## src/rtl/tco_pkg.sv

```systemverilog
package tco_pkg;
  typedef enum logic [2:0] {
    ACT_IDLE,
    ACT_WALK,
    ACT_ABORT,
    ACT_COMMIT,
    ACT_HIT,
    ACT_SWAP,
    ACT_FILL,
    ACT_OVFAB
  } tco_act_e;
endpackage

```

## src/rtl/tco_way_match.sv

```systemverilog
module tco_way_match #(
  parameter int WAYS  = 2,
  parameter int TAG_W = 6
) (
  input  logic [WAYS-1:0]            vld,
  input  logic [WAYS-1:0][TAG_W-1:0] tags,
  input  logic [TAG_W-1:0]           probe,
  output logic [WAYS-1:0]            hit
);
  for (genvar w = 0; w < WAYS; w++) begin : g_way
    assign hit[w] = vld[w] && (tags[w] == probe);
  end
endmodule

```

## src/rtl/tco_ovf_store.sv

```systemverilog
module tco_ovf_store #(
  parameter int ADDR_W = 8,
  parameter int DEPTH  = 4,
  localparam int IDX_W = (DEPTH > 1) ? $clog2(DEPTH) : 1
) (
  input  logic              clk,
  input  logic              rst,
  input  logic [ADDR_W-1:0] srch_addr,
  output logic              srch_hit,
  output logic [IDX_W-1:0]  srch_idx,
  output logic              free_ok,
  output logic [IDX_W-1:0]  free_idx,
  input  logic              wr_en,
  input  logic [IDX_W-1:0]  wr_idx,
  input  logic [ADDR_W-1:0] wr_addr,
  input  logic              clr_en,
  input  logic [IDX_W-1:0]  clr_idx,
  input  logic              flush,
  input  logic [IDX_W-1:0]  rd_idx,
  output logic              rd_valid,
  output logic [ADDR_W-1:0] rd_addr
);
  logic [DEPTH-1:0]  ent_vld;
  logic [ADDR_W-1:0] ent_addr [DEPTH];

  // lowest matching slot and lowest free slot
  always_comb begin
    srch_hit = 1'b0;
    srch_idx = '0;
    free_ok  = 1'b0;
    free_idx = '0;
    for (int i = DEPTH - 1; i >= 0; i--) begin
      if (ent_vld[i] && ent_addr[i] == srch_addr) begin
        srch_hit = 1'b1;
        srch_idx = IDX_W'(i);
      end
      if (!ent_vld[i]) begin
        free_ok  = 1'b1;
        free_idx = IDX_W'(i);
      end
    end
  end

  always_ff @(posedge clk) begin
    if (rst || flush) begin
      ent_vld <= '0;
    end else begin
      if (clr_en) ent_vld[clr_idx] <= 1'b0;
      if (wr_en)  ent_vld[wr_idx]  <= 1'b1;
    end
  end

  // address array carries no reset
  always_ff @(posedge clk) begin
    if (wr_en) ent_addr[wr_idx] <= wr_addr;
  end

  assign rd_valid = ent_vld[rd_idx];
  assign rd_addr  = ent_addr[rd_idx];
endmodule

```

## src/rtl/tco_tracker.sv

```systemverilog
module tco_tracker
  import tco_pkg::*;
#(
  parameter int ADDR_W    = 8,
  parameter int SET_W     = 2,
  parameter int OVF_DEPTH = 4
) (
  input  logic              clk,
  input  logic              rst,
  input  logic              req_valid,
  input  logic [ADDR_W-1:0] req_addr,
  input  logic              req_txn,
  input  logic              abort_req,
  input  logic              commit_req,
  input  logic              snoop_valid,
  output logic              resp_valid,
  output logic              resp_hit,
  output logic              resp_ovf_hit,
  output logic              resp_spill,
  output logic              ovf_abort,
  output logic              busy,
  output logic              snoop_nack,
  output logic              wb_valid,
  output logic [ADDR_W-1:0] wb_addr
);
  localparam int NSETS = 1 << SET_W;
  localparam int TAG_W = ADDR_W - SET_W;
  localparam int WAYS  = 2;
  localparam int IDX_W = (OVF_DEPTH > 1) ? $clog2(OVF_DEPTH) : 1;
  localparam logic [IDX_W-1:0] LAST = IDX_W'(OVF_DEPTH - 1);

  logic [WAYS-1:0]            vld_q [NSETS];
  logic [WAYS-1:0]            tb_q  [NSETS];
  logic [WAYS-1:0][TAG_W-1:0] tag_q [NSETS];
  logic [NSETS-1:0]           ob_q, lru_q;
  logic [IDX_W-1:0]           ptr_q;

  logic [SET_W-1:0]  set_i;
  logic [TAG_W-1:0]  tag_i;
  logic [WAYS-1:0]   hitv;
  logic              hit_way, vic_way, vic_t;
  logic [ADDR_W-1:0] vic_addr;
  logic              srch_hit, free_ok, rd_valid;
  logic [IDX_W-1:0]  srch_idx, free_idx;
  logic [ADDR_W-1:0] rd_addr;
  logic              st_wr, st_clr, st_flush;
  logic [IDX_W-1:0]  st_wr_idx, st_clr_idx;
  tco_act_e          act;

  assign set_i = req_addr[SET_W-1:0];
  assign tag_i = req_addr[ADDR_W-1:SET_W];

  tco_way_match #(.WAYS(WAYS), .TAG_W(TAG_W)) match_i (
    .vld(vld_q[set_i]), .tags(tag_q[set_i]), .probe(tag_i), .hit(hitv)
  );

  assign hit_way = hitv[1];

  always_comb begin
    if (!vld_q[set_i][0])      vic_way = 1'b0;
    else if (!vld_q[set_i][1]) vic_way = 1'b1;
    else                       vic_way = lru_q[set_i];
  end

  assign vic_t    = vld_q[set_i][vic_way] && tb_q[set_i][vic_way];
  assign vic_addr = {tag_q[set_i][vic_way], set_i};

  tco_ovf_store #(.ADDR_W(ADDR_W), .DEPTH(OVF_DEPTH)) store_i (
    .clk(clk), .rst(rst),
    .srch_addr(req_addr), .srch_hit(srch_hit), .srch_idx(srch_idx),
    .free_ok(free_ok), .free_idx(free_idx),
    .wr_en(st_wr), .wr_idx(st_wr_idx), .wr_addr(vic_addr),
    .clr_en(st_clr), .clr_idx(st_clr_idx), .flush(st_flush),
    .rd_idx(ptr_q), .rd_valid(rd_valid), .rd_addr(rd_addr)
  );

  // one action per cycle, in priority order
  always_comb begin
    if (busy)                               act = ACT_WALK;
    else if (abort_req)                     act = ACT_ABORT;
    else if (commit_req)                    act = ACT_COMMIT;
    else if (!req_valid)                    act = ACT_IDLE;
    else if (|hitv)                         act = ACT_HIT;
    else if (ob_q[set_i] && srch_hit)       act = ACT_SWAP;
    else if (vic_t && !free_ok)             act = ACT_OVFAB;
    else                                    act = ACT_FILL;
  end

  always_comb begin
    st_wr      = vic_t && (act == ACT_SWAP || act == ACT_FILL);
    st_wr_idx  = (act == ACT_SWAP) ? srch_idx : free_idx;
    st_clr     = (act == ACT_WALK) || (act == ACT_SWAP && !vic_t);
    st_clr_idx = (act == ACT_WALK) ? ptr_q : srch_idx;
    st_flush   = (act == ACT_ABORT) || (act == ACT_OVFAB) ||
                 (act == ACT_WALK && ptr_q == LAST);
  end

  always_ff @(posedge clk) begin
    if (rst) begin
      for (int s = 0; s < NSETS; s++) begin
        vld_q[s] <= '0;
        tb_q[s]  <= '0;
        tag_q[s] <= '0;
      end
      ob_q  <= '0;
      lru_q <= '0;
      ptr_q <= '0;
      resp_valid <= 1'b0; resp_hit <= 1'b0; resp_ovf_hit <= 1'b0;
      resp_spill <= 1'b0; ovf_abort <= 1'b0; busy <= 1'b0;
      snoop_nack <= 1'b0; wb_valid <= 1'b0; wb_addr <= '0;
    end else begin
      resp_valid <= 1'b0; resp_hit <= 1'b0; resp_ovf_hit <= 1'b0;
      resp_spill <= 1'b0; ovf_abort <= 1'b0; wb_valid <= 1'b0;
      snoop_nack <= snoop_valid && busy;
      case (act)
        ACT_WALK: begin
          wb_valid <= rd_valid;
          wb_addr  <= rd_addr;
          ptr_q    <= ptr_q + 1'b1;
          if (ptr_q == LAST) begin
            busy <= 1'b0;
            ob_q <= '0;
            for (int s = 0; s < NSETS; s++) tb_q[s] <= '0;
          end
        end
        ACT_ABORT, ACT_OVFAB: begin
          for (int s = 0; s < NSETS; s++) begin
            vld_q[s] <= vld_q[s] & ~tb_q[s];
            tb_q[s]  <= '0;
          end
          ob_q <= '0;
          if (act == ACT_OVFAB) begin
            resp_valid <= 1'b1;
            ovf_abort  <= 1'b1;
          end
        end
        ACT_COMMIT: begin
          busy  <= 1'b1;
          ptr_q <= '0;
        end
        ACT_HIT: begin
          resp_valid <= 1'b1;
          resp_hit   <= 1'b1;
          if (req_txn) tb_q[set_i][hit_way] <= 1'b1;
          lru_q[set_i] <= ~hit_way;
        end
        ACT_SWAP: begin
          resp_valid   <= 1'b1;
          resp_ovf_hit <= 1'b1;
          vld_q[set_i][vic_way] <= 1'b1;
          tag_q[set_i][vic_way] <= tag_i;
          tb_q[set_i][vic_way]  <= 1'b1;
          lru_q[set_i]          <= ~vic_way;
        end
        ACT_FILL: begin
          resp_valid <= 1'b1;
          vld_q[set_i][vic_way] <= 1'b1;
          tag_q[set_i][vic_way] <= tag_i;
          tb_q[set_i][vic_way]  <= req_txn;
          lru_q[set_i]          <= ~vic_way;
          if (vic_t) begin
            resp_spill  <= 1'b1;
            ob_q[set_i] <= 1'b1;
          end
        end
        default: ;
      endcase
    end
  end
endmodule

```

## config.mk

```make
export PLATFORM = sky130hd
export DESIGN_NAME = tco_tracker
export DESIGN_NICKNAME = d
export VERILOG_FILES = /design/src/rtl/tco_pkg.sv /design/src/rtl/tco_way_match.sv /design/src/rtl/tco_ovf_store.sv /design/src/rtl/tco_tracker.sv
export SDC_FILE = /design/constraint.sdc
export NUM_CORES = 1
export LEC_CHECK = 0
export ABC_CLOCK_PERIOD_IN_PS = 8600
export CAP_MARGIN = 20
export CORE_MARGIN = 2
export CORE_UTILIZATION = 55
export DETAILED_ROUTE_END_ITERATION = 10
export DONT_BUFFER_PORTS = 1
export PLACE_DENSITY = 0.7
export SKIP_CTS_REPAIR_TIMING = 1
export SLEW_MARGIN = 30
export SYNTH_ARGS = -nofsm -noshare
export SYNTH_HDL_FRONTEND = slang
export SYNTH_SLANG_ARGS = --single-unit
```

## constraint.sdc

```tcl
create_clock -name clk -period 8.6 [get_ports clk]
set_input_delay 0.43 -clock clk [delete_from_list [all_inputs] [get_ports clk]]
set_output_delay 0.43 -clock clk [all_outputs]
set_load 0.02 [all_outputs]
```

-- Word level (Yosys, flattened, before mapping)
Memories as Yosys holds them, arrays and structs flattened. A register that Yosys moved wholly into a read port is not among the register bits.
Cells that the tools add are included.
- memory bits (writable): 96
- bits of input ports: 15
- output and inout port bits: 16
- bits in latches: 0
- bits in read-only memories: 0
- memories kept: 4
- register bits: 22
- divide/modulo/power cells: 0
- bitwise gates (word level): 47
- mux-type cells: 129
- shift-type cells: 0
- reduce and logical (&&, ||, !) cells: 40
- multipliers: 0
- $add $sub $neg: 1
- magnitude comparators: 11
- equality and inequality tests: 16
- memories (name ; words ; width ; read ports ; clocked after Yosys merged registers in ; write ports ; line ; source):
    tag_q ; 4 ; 12 ; 1 ; 0 ; 4 ; tco_tracker.sv:34 ; logic [WAYS-1:0][TAG_W-1:0] tag_q [NSETS];
    store_i.ent_addr ; 4 ; 8 ; 5 ; 1 ; 1 ; tco_ovf_store.sv:24 ; logic [ADDR_W-1:0] ent_addr [DEPTH];
    tb_q ; 4 ; 2 ; 5 ; 0 ; 4 ; tco_tracker.sv:33 ; logic [WAYS-1:0] tb_q [NSETS];
    vld_q ; 4 ; 2 ; 5 ; 0 ; 4 ; tco_tracker.sv:32 ; logic [WAYS-1:0] vld_q [NSETS];
- operators by type and width (operator ; number):
    2-to-1 mux 2 bit ; 34
    2-to-1 mux 1 bit ; 63
    2-to-1 mux 12 bit ; 4
    == test 8 bit ; 4
    OR 1 bit ; 30
    2-to-1 mux 4 bit ; 5
    logical AND 1 bit ; 18
    2-to-1 mux 6 bit ; 3
    OR reduction 2 bit ; 8
    == test 3 bit, second input constant ; 4
    == test 6 bit ; 2
    < comparator 2 x 3 -> 1 bit, second input constant ; 4
    2-to-1 mux 3 bit ; 4
    one-hot mux 4 bit (3 select lines) ; 1
    OR reduction 12 bit ; 1
    AND 2 bit ; 4
    bitwise mux 4 bit ; 2
    NOT 2 bit ; 4
    OR 4 bit ; 2
    one-hot mux 4 bit (2 select lines) ; 1
    binary-select mux 1 bit (select 2 bit) ; 3
    demux 1 bit (select 2 bit) ; 3
    demux 6 bit (select 1 bit) ; 1
    == test 3 x 2 -> 1 bit, second input constant ; 2
    21 further kinds ; 37

-- Depth between registers and ports, before layout
Gate-level depths: netlist of the first run.
- word-level depth: 27
- gate-level depth with buffers: 12
- mapped depth without buffers: 8

-- Modules after synthesis
Synthesis of the first run repeated with hierarchy kept, for this count alone.
- cell total of the unflattened synthesis: 535
- area, all modules: 6666.4 um^2
- by module, submodules not included (module ; instances ; cells an instance ; area each (um^2)):
    tco_tracker ; 1 ; 391 ; 4677.0
    tco_ovf_store ; 1 ; 128 ; 1846.8
    tco_way_match ; 1 ; 16 ; 142.6

-- Worst setup path before layout of the first run
No wires, ideal clock.
- kind: input port to flip-flop
- from: input req_addr[0]
- to: memory tag_q[3][10] (netlist name) (enable)
- arrival time: 2.818 ns
- setup time: 0.350 ns
- stages on the path: 9
- data required time: 8.250 ns
- path slack: 5.432 ns
- cell sequence: buf_6 mux4_1 mux2_1 nand3_2 or3_4 and2_1 o2111a_1 clkbuf_1 nor2_1
- RTL lines (what ; line ; source):
    from (decl) ; tco_tracker.sv:11 ; input logic [ADDR_W-1:0] req_addr,
    to (decl) ; tco_tracker.sv:34 ;

==> key figures, run 1 <==
Run status
  • Run status: complete, but fails checks
  • Failing checks: design-rule violations

Critical path
  • Startpoint types: flip-flop
  • CP Max Fanout: 29
  • Critical path class: flip-flop to flip-flop
  • Critical path data arrival time: 3.70 ns
  • Max incr delay on CP: 0.86 ns
  • Critical Path End Type: flip-flop
  • CP max stage cell: o2111a_1
  • Worst path required time: 8.65 ns
  • CP Launch Point: store_i.ent_addr[1][7]$_DFFE_PP_
  • Reg2reg start: store_i.ent_addr[1][7]$_DFFE_PP_
  • CP cell instances: xnor2_1 > nand3_1 > nor3_1 > nor2_1 > a21boi_2 > o2111a_1 > nor2_1 > a21oi_1
  • Most common cell on crit path: nor2_1

STA
  • Fin crit share: 42.4%
  • Fin Setup TNS: 0 ns
  • Fin. Hold Viols: 0
  • Final setup vio count: 0
  • Final Critical Period: 3.65 ns
  • Hold slack: 0.0907 ns
  • Max-slew violations: 0
  • Max Clock Freq: 274 MHz
  • Slew margin rel.: 42.6%
  • Worst clock skew: 0.00785 ns
  • RSZ-0062 raised after global routing: no
  • Worst-margin pin slew: 0.860 ns

Synthesis
  • Asr flop ratio synth: 0%
  • EDFF count, synth: 88
  • Avg Cell Area, Syn: 12.7 um2
  • Synth cell types: 70
  • Mapped Area: 6540 um2
  • Post-synth net total: 530
  • Area leader, netlist: edfxtp_1
  • Sequential share of the synthesized area: 52.0%
  • Share of the synthesized area in the top cell type: 40.4%
  • Predominant post-synthesis flop cell: edfxtp_1
  • Yosys reg bits: 126
  • Synth Instances: 514
  • Synth warn: 0
  • Synth area leaders: edfxtp_1 (40%), dfxtp_1 (12%), mux4_2 (9.6%)

Global routing
  • Vias in the first global route: 4247
  • First-pass GRT wire length: 23000 um
  • GRT Total Usage: 23.9%
  • Largest net degree at the start of global routing: 48
  • Remaining global-route overflow: 0
  • Initial antenna violation count: 0

Clock network
  • Clock transition at the registers of the reported paths: 0.06 ns
  • CTS tree: done
  • Clock sinks: 126
  • H-Tree Level Count: 4
  • CTS buffer count: 17
  • Clk_lat worst skew: 0.41 ns
  • Clock Tree Buf Depth: 2
  • CTS root buffer: clkbuf_16

Floorplan
  • Boundary Pins: 31
  • DIE AREA: 12800 um2
  • Starting Density: 56.8%
  • Die H: 113 um
  • Core footprint: 11500 um2
  • Die Wd: 113 um
  • Site Rows: 39

Finish
  • Commonest non-fill, non-tap cell in the layout: edfxtp_1
  • Final core utilization: 62.0%
  • Area growth syn-to-layout: 9.14%
  • Most frequent cells in the layout: edfxtp_1 (88), and3_1 (39), dfxtp_1 (38), xnor2_1 (35), nor2_1 (31)
  • Antenna diode instance count: 0
  • Filler cell count: 891
  • Non-filler cells, final: 655
  • Layout Nets: 516
  • Fraction of layout cells with a size suffix above 1: 16.8%

Run
  • Max-cap violations: 0

Route
  • DRT iter0 DRCs: 358
  • Final wirelength: 14400 um
  • Routed via count: 4161
  • Residual DRC: 3
  • DR vias/cell: 6.35
  • Drt first pass iters: 8
  • Detail Route Antenna Nets: 0
  • Avg WL per Cell: 21.9 um

Placed design
  • Cell count after placement: 624
  • Dpl hpwl: 10100 um
  • RD Place Congestion: 0.868
  • Port bufs: 0

Min path
  • Min-delay src: rst
  • Worst hold path type: input port to flip-flop

Pwr
  • PD cells: 208 nW/um2
  • Leak: 0.00264 uW
  • Peak VDD IR: 131 uV
-- state kept, by name, indices dropped and copies added (netlist names), 2 cells and up --
register	flops
tb_q	8
wb_addr	8
store_i.ent_addr	32
vld_q	8
store_i.ent_vld	4
ob_q	4
tag_q	48
lru_q	4
ptr_q	2
-- cells in the mapped netlist, types with 3 or more instances --
library cell and count:
edfxtp_1 88, and3_1 39, dfxtp_1 38, xnor2_1 35, nor2_1 31, mux4_2 28
a21oi_1 26, nand2_1 26, clkbuf_1 20, mux2i_1 17, inv_1 11, o21ai_0 11
and2_1 10, nand3_1 9, buf_6 8, nand4_1 7, xor2_1 7, a22o_1 6
o21a_1 6, mux2_2 5, nor3_1 5, a211oi_1 4, buf_1 4, mux4_1 4
nor2b_1 4, o2bb2ai_1 4, a21o_1 3, a32oi_1 3, buf_2 3, or3_1 3
-- stage by stage --
stage | setup slack [ns] | total power, uW | cell area [um2]
floorplan | 5.43 | 764 | 6540
global placement | 5.14 | 767 | 6530
detailed placement | 4.95 | 770 | 6540
CTS | 4.93 | 1480 | 7140
global route | 4.66 | 1520 | 7140
finish | 4.95 | 1480 | 7140
-- critical path, delay by kind of cell (launching register included) --
family | cells | cell delay [ns]
AOI/OAI and AO/OA | 3 | 1.84
DFF | 1 | 0.41
xor gates and xnor gates | 1 | 0.19
and+or+nand+nor | 4 | 0.82
-- routing by layer --
metal / GRT usage (%) / wire length (um) / vias to the layer above
met3: 6.11 / 758 / 21
met2: 39.8 / 7140 / 131
met4: 8.62 / 299 / 0
met5: 0 / 0 / -
met1: 30.6 / 6170 / 2089
li1: - / - / 1920
-- cell families after synthesis --
group / share of synthesized area (%)
AO/OA/AOI/OAI: 8.76
XOR/XNOR: 6.12
adder cells (fa/ha/maj): 0.191
buffers and inverters: 4.15
flip-flops: 52.0
multiplexers: 14.9
AND/OR/NAND/NOR: 13.9
-- where the power goes --
group	switching, uW	internal, uW	total, uW
sequential	12.4	663	675
combinational	43.3	39.6	82.9
clock	243	481	724
total	298	1180	1480
-- final cells by class --
type | count | area, um2 | share of cell area [%]
multi-input cells | 339 | 2880 | 40.3
clock inverters | 8 | 113 | 1.58
well taps | 143 | 179 | 2.51
repair buffers | 5 | 37.5 | 0.526
clock buffers | 23 | 488 | 6.83
flip-flops and latches | 126 | 3400 | 47.7
inverters | 11 | 41.3 | 0.578
-- worst paths after layout --
check / to / slack, ns / cells past startpoint
worst max-delay path: tag_q[3][4]$_DFFE_PP_ / 4.95 / 8
worst min-delay path: wb_addr[5]$_SDFFE_PP0P_ / 0.09 / 1
worst max register to register: tag_q[3][4]$_DFFE_PP_ / 4.95 / 8
worst min register to register: vld_q[1][1]$_DFF_P_ / 0.46 / 1
No activity file was read; power rests on OpenSTA's default activity.
==> inputs of run 2 (changes only) <==
--- a/config.mk
+++ b/config.mk
@@ -5,7 +5,7 @@
 export SDC_FILE = /design/constraint.sdc
 export NUM_CORES = 1
 export LEC_CHECK = 0
-export ABC_CLOCK_PERIOD_IN_PS = 8600
+export ABC_CLOCK_PERIOD_IN_PS = 3480
 export CAP_MARGIN = 20
 export CORE_MARGIN = 2
 export CORE_UTILIZATION = 55
==> constraint.sdc (replaced) <==
create_clock -name clk -period 3.48 [get_ports clk]
set_input_delay 0.174 -clock clk [delete_from_list [all_inputs] [get_ports clk]]
set_output_delay 0.174 -clock clk [all_outputs]
set_load 0.02 [all_outputs]
==> run 2 against run 1 <==
  * Hold slack lost 0.11 ns
  * Routed wire length grew 6.7%
  * Count of clock-buffer cells in the layout is 4 lower
  * The run ends with design-rule violations, negative hold slack left
  * Sequential power grew 150%
  * Clock skew about the same
  * Sequential share of layout area shrank 1.6 points
  * Die area unchanged
  * Combinational power increased to 2.9 times the previous value
  * Utilization rose by 2.1 points
  * Non-clock buffer count up 25
  * Largest power group unchanged
==> key figures, run 2 (synthesis gave the netlist of run 1 again) <==
STA
  • Worst clock skew: 0.00774 ns (was 0.00785 ns)
  • Final Critical Period: 3.07 ns (was 3.65 ns)
  • Fin Setup TNS: 0 ns (unchanged)
  • Slew margin rel.: 57.1% (was 42.6%)
  • RSZ-0062 raised after global routing: no (unchanged)
  • Max Clock Freq: 326 MHz (was 274 MHz)
  • Fin. Hold Viols: 5 (was 0)
  • Final setup vio count: 0 (unchanged)
  • Hold slack: -0.0166 ns (was 0.0907 ns)
  • Worst-margin pin slew: 0.641 ns (was 0.860 ns)
  • Fin crit share: 88.2% (was 42.4%)
  • Max-slew violations: 0 (unchanged)

Finish
  • Non-filler cells, final: 681 (was 655)
  • Most frequent cells in the layout: edfxtp_1 (88), and3_1 (39), dfxtp_1 (38), xnor2_1 (35), nor2_1 (31) (unchanged)
  • Register area: 3400 um2 (unchanged)
  • Largest reg by FF count: tag_q (unchanged)
  • Layout Nets: 541 (was 516)
  • Commonest non-fill, non-tap cell in the layout: edfxtp_1 (unchanged)
  • Filler cell count: 853 (was 891)
  • Fraction of layout cells with a size suffix above 1: 18.0% (was 16.8%)
  • Max reg flops: 48 (unchanged)
  • Area of the multi-input gates: 2870 um2 (was 2880 um2)
  • Largest regs: tag_q x48, store_i.ent_addr x32 (unchanged)
  • Antenna diode instance count: 0 (unchanged)
  • Area growth syn-to-layout: 12.9% (was 9.14%)

Floorplan
  • Site Rows: 39 (unchanged)
  • Core footprint: 11500 um2 (unchanged)
  • Boundary Pins: 31 (unchanged)
  • DIE AREA: 12800 um2 (unchanged)
  • Starting Density: 56.8% (unchanged)
  • Die Wd: 113 um (unchanged)
  • Die H: 113 um (unchanged)

Route
  • Met3 Wirelength: 891 um (was 758 um)
  • Top sig layer: met4 (unchanged)
  • Final wirelength: 15300 um (was 14400 um)
  • DR vias/cell: 6.43 (was 6.35)
  • DRT iter0 DRCs: 452 (was 358)
  • Drt first pass iters: 8 (unchanged)
  • Routed via count: 4382 (was 4161)
  • Metal2 WL: 7700 um (was 7140 um)
  • Residual DRC: 3 (unchanged)
  • Detail Route Antenna Nets: 0 (unchanged)
  • Metal-1 WL: 6420 um (was 6170 um)
  • Avg WL per Cell: 22.5 um (was 21.9 um)

Critical path
  • Critical path data arrival time: 3.19 ns (was 3.70 ns)
  • CP Launch Point: lru_q[1]$_SDFFE_PP0P_ (was store_i.ent_addr[1][7]$_DFFE_PP_)
  • FF-to-FF End: tb_q[3][1]$_SDFFCE_PN0P_ (was tag_q[3][4]$_DFFE_PP_)
  • Worst path required time: 3.60 ns (was 8.65 ns)
  • Reg2Reg Setup Slack: 0.41 ns (was 4.95 ns)
  • CP Max Fanout: 12 (was 29)
  • Reg2reg path depth: 8 (unchanged)
  • Critical path class: flip-flop to flip-flop (unchanged)
  • Critical Path End Type: flip-flop (unchanged)
  • Reg2reg start: lru_q[1]$_SDFFE_PP0P_ (was store_i.ent_addr[1][7]$_DFFE_PP_)
  • Startpoint types: flip-flop (unchanged)
  • CP endpoint: tb_q[3][1]$_SDFFCE_PN0P_ (was tag_q[3][4]$_DFFE_PP_)

Run
  • Max-cap violations: 0 (unchanged)

Global routing
  • Vias in the first global route: 4161 (was 4247)
  • GRT Total Usage: 24.3% (was 23.9%)
  • First-pass GRT wire length: 23300 um (was 23000 um)
  • Remaining global-route overflow: 0 (unchanged)
  • Initial antenna violation count: 0 (unchanged)
  • Largest net degree at the start of global routing: 48 (unchanged)

Placed design
  • Port bufs: 0 (unchanged)
  • Cell count after placement: 635 (was 624)
  • Dpl hpwl: 10100 um (about the same)
  • RD Place Congestion: 0.850 (was 0.868)

Pwr
  • Power Total: 3790 uW (was 1480 uW)
  • PD cells: 514 nW/um2 (was 208 nW/um2)
  • Peak VDD IR: 330 uV (was 131 uV)
  • Leak: 0.00277 uW (was 0.00264 uW)

Clock network
  • CTS root buffer: clkbuf_16 (unchanged)
  • Clk_lat worst skew: 0.42 ns (was 0.41 ns)
  • Clock Tree Buf Depth: 2 (unchanged)
  • Clock transition at the registers of the reported paths: 0.06 ns (about the same)
  • CTS buffer count: 17 (unchanged)
  • CTS tree: done (unchanged)
  • Clock sinks: 126 (unchanged)
  • H-Tree Level Count: 4 (unchanged)

Run status
  • Failing checks: design-rule violations, negative hold slack (was design-rule violations)
  • Run status: complete, but fails checks (unchanged)

Min path
  • Worst hold path type: input port to flip-flop (unchanged)
[run 2: layout make-up]
class	count	area share, %
Inverter	11	0.559
Clock buffer	19	6.00
Tap cell	143	2.42
Clock inverter	13	2.58
Timing Repair Buffer	30	3.52
Multi-Input combinational cell	339	38.8
Sequential cell	126	46.1
[run 2: worst min-delay path by stage]
stage                     start                          endpoint  slack (ns)  cells past startpoint
floorplan           req_addr[0]  store_i.ent_addr[0][0]$_DFFE_PP_        0.27                      0
global placement            rst             ptr_q[0]$_SDFFE_PP0P_        0.25                      1
detailed placement          rst           wb_addr[1]$_SDFFE_PP0P_        0.26                      1
CTS                         rst           wb_addr[5]$_SDFFE_PP0P_       -0.18                      1
global route        req_addr[3]             tag_q[3][1]$_DFFE_PP_       0.001                      1
finish              req_addr[3]         tag_q[0][1]$_SDFFCE_PN0P_       -0.02                      1
[run 2: per-stage QoR]
step           util, %  hold WS, ns  setup slack (ns)  instance area, um2
2_1_floorplan        -        0.273             0.568                6540
3_3_place_gp      57.4        0.253             0.493                6610
3_5_place_dp      57.4        0.257             0.422                6610
4_1_cts           62.9       -0.184             0.414                7240
5_1_grt           64.1      0.00112             0.254                7380
6_report          64.1      -0.0166             0.411                7380
[run 2: where the power goes]
part           internal, uW  switching (uW)  leakage, uW
sequential             1640            26.9      0.00119
clock                  1220             670     0.000309
combinational           113             125      0.00126
[run 2: per-layer routing]
metal  global-route usage, %  vias to the layer above
li1                        -                     1967
met1                    31.7                     2195
met2                    41.1                      196
met3                    4.45                       24
met4                    8.70                        0
met5                       0                        -
[run 2: worst max-delay path, stage by stage, from the launching register on]
cell and delay, ns:
dfxtp_1 0.31, mux4_1 0.53, mux2_1 0.23, nand3_2 0.12, or3_4 0.44, o41ai_4 0.62
nor2_2 0.16, buf_4 0.22, a21oi_1 0.14
